<file path="config.mk">
export PLATFORM = sky130hd
export DESIGN_NAME = chaos_rng
export DESIGN_NICKNAME = d
export VERILOG_FILES = /design/src/rtl/chaos_nonlin.sv /design/src/rtl/chaos_csa3.sv /design/src/rtl/chaos_rng.sv
export SDC_FILE = /design/constraint.sdc
export NUM_CORES = 1
export LEC_CHECK = 0
export BUFFER_PORTS_ARGS = -buffer_cell sky130_fd_sc_hd__buf_2
export CAP_MARGIN = 20
export CORE_UTILIZATION = 30
export CTS_BUF_LIST = sky130_fd_sc_hd__clkbuf_8
export CTS_CLUSTER_SIZE = 16
export DETAILED_ROUTE_END_ITERATION = 7
export GPL_TIMING_DRIVEN = 0
export MAX_ROUTING_LAYER = met4
export PLACE_DENSITY_LB_ADDON = 0.25
export SETUP_SLACK_MARGIN = 0.02
export SKIP_LAST_GASP = 1
export SLEW_MARGIN = 15
export SYNTH_ARGS = -nofsm -noshare
export SYNTH_HDL_FRONTEND = slang
export SYNTH_SLANG_ARGS = --single-unit
</file>
<file path="constraint.sdc">
create_clock -name clk -period 5.9 [get_ports clk]
set_clock_uncertainty 0.15 [all_clocks]
set_input_delay 0.59 -clock clk [delete_from_list [all_inputs] [get_ports clk]]
set_output_delay 0.59 -clock clk [all_outputs]
set_load 0.01 [all_outputs]
</file>
<file path="src/rtl/chaos_nonlin.sv">
module chaos_nonlin #(
  parameter int unsigned DW       = 16,
  parameter int unsigned INT_BITS = 3,
  parameter int unsigned SHIFT_G  = 1
) (
  input  logic signed [DW-1:0] y_i,
  output logic signed [DW-1:0] term_o,
  output logic                 gate_o
);
  logic signed [DW-1:0] gained;

  // Y >= 1.0: non-negative and at least one integer bit set
  assign gate_o = ~y_i[DW-1] & (|y_i[DW-2 -: INT_BITS]);
  assign gained = y_i <<< SHIFT_G;
  assign term_o = gained & {DW{gate_o}};
endmodule

</file>
<file path="src/rtl/chaos_csa3.sv">
module chaos_csa3 #(
  parameter int unsigned DW = 16
) (
  input  logic signed [DW-1:0] a_i,
  input  logic signed [DW-1:0] b_i,
  input  logic signed [DW-1:0] c_i,
  output logic signed [DW-1:0] sum_o
);
  logic [DW-1:0] ps;
  logic [DW-1:0] pc;

  for (genvar i = 0; i < DW; i++) begin : g_fa
    assign ps[i] = a_i[i] ^ b_i[i] ^ c_i[i];
    assign pc[i] = (a_i[i] & b_i[i]) | (a_i[i] & c_i[i]) | (b_i[i] & c_i[i]);
  end

  // single carry-propagate stage resolves the redundant pair
  assign sum_o = $signed(ps + {pc[DW-2:0], 1'b0});
endmodule

</file>
<file path="src/rtl/chaos_rng.sv">
module chaos_rng #(
  parameter int unsigned DW       = 16,
  parameter int unsigned INT_BITS = 3,
  parameter int unsigned SHIFT_H  = 6,
  parameter int unsigned SHIFT_G  = 1,
  parameter int unsigned SYM_LO   = 1,
  parameter int unsigned SYM_PER  = 3
) (
  input  logic                      clk,
  input  logic                      rst_n,
  input  logic                      load_i,
  input  logic signed [DW-1:0]      seed_x_i,
  input  logic signed [DW-1:0]      seed_y_i,
  input  logic signed [DW-1:0]      seed_z_i,
  input  logic                      step_i,
  output logic signed [DW-1:0]      x_o,
  output logic signed [DW-1:0]      y_o,
  output logic signed [DW-1:0]      z_o,
  output logic [3*SYM_PER-1:0]      sym_o,
  output logic                      sym_vld_o
);
  localparam int unsigned SYM_HI = SYM_LO + SYM_PER - 1;

  logic signed [DW-1:0] x_q, y_q, z_q;
  logic signed [DW-1:0] x_d, y_d, z_d;
  logic                 vld_q, vld_d;
  logic                 st_en;
  logic signed [DW-1:0] nl_term;
  logic                 nl_gate;
  logic signed [DW-1:0] z_sum;

  chaos_nonlin #(
    .DW       (DW),
    .INT_BITS (INT_BITS),
    .SHIFT_G  (SHIFT_G)
  ) u_nonlin (
    .y_i    (y_q),
    .term_o (nl_term),
    .gate_o (nl_gate)
  );

  chaos_csa3 #(
    .DW (DW)
  ) u_zsum (
    .a_i   (z_q),
    .b_i   (nl_term),
    .c_i   (x_q),
    .sum_o (z_sum)
  );

  assign st_en = load_i | step_i;

  always_comb begin
    x_d   = x_q;
    y_d   = y_q;
    z_d   = z_q;
    vld_d = 1'b0;
    if (load_i) begin
      x_d = seed_x_i;
      y_d = seed_y_i;
      z_d = seed_z_i;
    end else if (step_i) begin
      x_d   = x_q + (y_q >>> SHIFT_H);
      y_d   = y_q + (z_q >>> SHIFT_H);
      z_d   = z_q - (z_sum >>> SHIFT_H);
      vld_d = 1'b1;
    end
  end

  always_ff @(posedge clk or negedge rst_n) begin
    if (!rst_n) begin
      x_q <= '0;
      y_q <= '0;
      z_q <= '0;
    end else if (st_en) begin
      x_q <= x_d;
      y_q <= y_d;
      z_q <= z_d;
    end
  end

  always_ff @(posedge clk or negedge rst_n) begin
    if (!rst_n) begin
      vld_q <= 1'b0;
    end else begin
      vld_q <= vld_d;
    end
  end

  assign x_o       = x_q;
  assign y_o       = y_q;
  assign z_o       = z_q;
  assign sym_o     = {x_q[SYM_HI:SYM_LO], y_q[SYM_HI:SYM_LO], z_q[SYM_HI:SYM_LO]};
  assign sym_vld_o = vld_q;
endmodule

</file>
==> results.tsv <==
metric	value	unit
cts_sinks	49	
tns	0	ps
rsz0062_at_grt	false	
vias	4788	
fmax	176	MHz
grt.total_usage	19.5	%
drv_cap	0	
cp_cell_sequence	nor3_4 > nor2_2 > buf_6 > nand2_1 > fa_1 > inv_2 > ha_4 > and2_4 > a221o_1 > a21oi_2 > nor2b_1 > o21a_1 > o21a_1 > o21a_1 > or2_2 > ha_1 > or2_4 > a21oi_2 > a211oi_1 > a211o_1 > or4_4 > a21oi_2 > xnor2_1 > mux2_4	
status	finished, final reports clean	
worstSetupEndpointType	register	
numPortBuffers	108	
diodes	0	
via_per_inst	5.02	
postSynth.asyncResetShare	100	%
wl_per_cell	17.2	µm
dp_hpwl	12.6	mm
ys.flop_type	dfrtp_1	
die_w	132	µm
crit_buf_inv	2	
synthesis.nets	734	
drc	0	
synth_cell_types	57	
synth.most_common_cell	inv_1	
root_buffer	clkbuf_8	
cts_tree	built	
worst_slew_pin_slew	1000	ps
dpl_cell_area	5920	µm²
synth_seq_cells	49	
die_y	132	µm
die-area	17500	µm²
worstPathArrival	5770	ps
ioPinCount	110	
syn2layout_area_growth	19.9	%
fin_nets	854	
ys_seq_area_share	24.0	%
rows	47	
wl	16.4	mm
cpPeakStageDelay	450	ps
grt_pass1_wl	25.5	mm
antenna_left	0	
holdBufCountCts	0	
grt_pass1_vias	4565	
yosysWarnings	0	
slowest_stage	dfrtp_2	
min_period	5700	ps
coreArea	16600	µm²
hold_viol	0	
worstHoldPathType	in -> async	
startpoint_type	register	
initial_utilization	30.8	%
place_congestion	0.857	
cp_max_fo	10	
synth_edf_count	0	
drtIter0Drc	278	
critPathKind	reg -> reg	
crit_family	compound AO/OA/AOI/OAI gates	
setup_viol	0	
grt_max_degree	50	
h-tree-depth	2	
fillers	1788	
synth_top_area_cell	dfrtp_1	
clockBufferDepth	2	
netlist_area	5100	µm²
maxSlewViolCount	0	
grt-ovfl-total	0	
slew_headroom	33.2	%
yosys-top-cells-area	dfrtp_1 (24%), ha_1 (13%), fa_1 (6.7%), o21ai_0 (5.7%), xnor2_1 (5.5%)	
synth.avg_cell_area	8.33	µm²
path_clk_slew	110	ps
synth_common_cells	inv_1 (63), nand2_1 (60), o21ai_0 (58)	
critPathRequiredTime	5980	ps
netlist_instances	613	
fin_crit_sh	96.5	%
finalInstanceArea	6120	µm²
drive_gt1_share	22.5	%
synth_top_area_share	24.0	%
drt_pass1_iterations	5	
cts_made_buffers	5	
antenna_found_initial	0	
worstSkewPairLatency	330	ps
layout make-up:
cell class | instances | area [µm²] | share of cell area [%]
Timing Repair Buffer | 114 | 588 | 9.61
Inverter | 64 | 240 | 3.92
Buffer | 27 | 144 | 2.35
Clock inverter | 3 | 15.0 | 0.245
Clock buffer | 5 | 68.8 | 1.12
Tap cell | 220 | 275 | 4.50
Sequential cell | 49 | 1230 | 20.1
Multi-Input combinational cell | 472 | 3560 | 58.1
stage by stage:
step                      hold WS (ps)  worst slack [ps]  util (%)  cells
after floorplan                    144              79.2         -    613
after global placement             458              -465      35.7    941
after detailed placement           454              -447      35.7    941
after CTS                          165              8.57      36.6    953
after global routing               179              59.3      36.9    954
final                              124               204      36.9    954
repair_timing:
item,CTS,global route
buffers inserted,5,1
setup endpoints to repair,7,7
gates resized for setup,8,11
pin swaps,1,2
routing by layer:
metal | wire length, µm | GRT usage, % | share of wire [%]
met2 | 7460 | 29.9 | 45
met5 | 0 | - | 0
met3 | 918 | 3.56 | 5.6
met1 | 7740 | 26.6 | 47
met4 | 283 | 4.79 | 1.7
cells by family after synthesis:
group	share of synthesized area (%)
AOI/OAI and AO/OA	21.1
xor gates and xnor gates	7.21
adders and majority gates	19.4
buffers and inverters	7.45
DFF	24.0
muxes	5.49
and+or+nand+nor	15.3
placed cells by master (no fill, tap or decap), drive strengths merged, types with 2 or more instances in the layout:
cell type	synthesis	routed
buf	15	130
inv	63	65
nand2	60	60
o21ai	58	58
ha	52	52
dfrtp	49	49
a21oi	44	44
xnor2	32	32
nor2	31	31
mux2i	22	22
nor3	18	18
fa	17	17
clkbuf	13	16
o21a	14	14
a21o	13	13
nor2b	12	12
xor2	10	10
a211oi	9	9
or3	7	7
nand4	5	5
a211o	5	5
nand3	5	5
or2	5	5
mux2	5	5
nand2b	4	4
and3	4	4
o211ai	4	4
a221o	3	3
a31oi	3	3
o21bai	3	3
a2bb2oi	3	3
or4	3	3
o31ai	2	2
nor4	2	2
nor3b	2	2
o22ai	2	2
a21boi	2	2
o2111ai	2	2
sequential cells by signal, indices dropped and copies added, names as in the netlist:
signal     count
z_o           16
y_o           16
x_o           16
sym_vld_o      1
worst paths after layout:
| kind | startpoint | depth (start not counted) | slack (ps) | endpoint |
|---|---|---|---|---|
| setup reg to reg | y_o[13]$_DFFE_PN0P_ | 24 | 200 | z_o[13]$_DFFE_PN0P_ |
| setup / recovery | y_o[13]$_DFFE_PN0P_ | 24 | 200 | z_o[13]$_DFFE_PN0P_ |
| max in group asynchronous | rst_n | 1 | 5000 | y_o[14]$_DFFE_PN0P_ |
| hold / removal | rst_n | 1 | 120 | x_o[7]$_DFFE_PN0P_ |
| hold reg to reg | x_o[14]$_DFFE_PN0P_ | 1 | 480 | x_o[14]$_DFFE_PN0P_ |
| min in group clk | seed_x_i[4] | 3 | 310 | x_o[4]$_DFFE_PN0P_ |
Power is not shown: default switching activity piles up to over one toggle a cycle in this logic, so the estimate is an artifact.
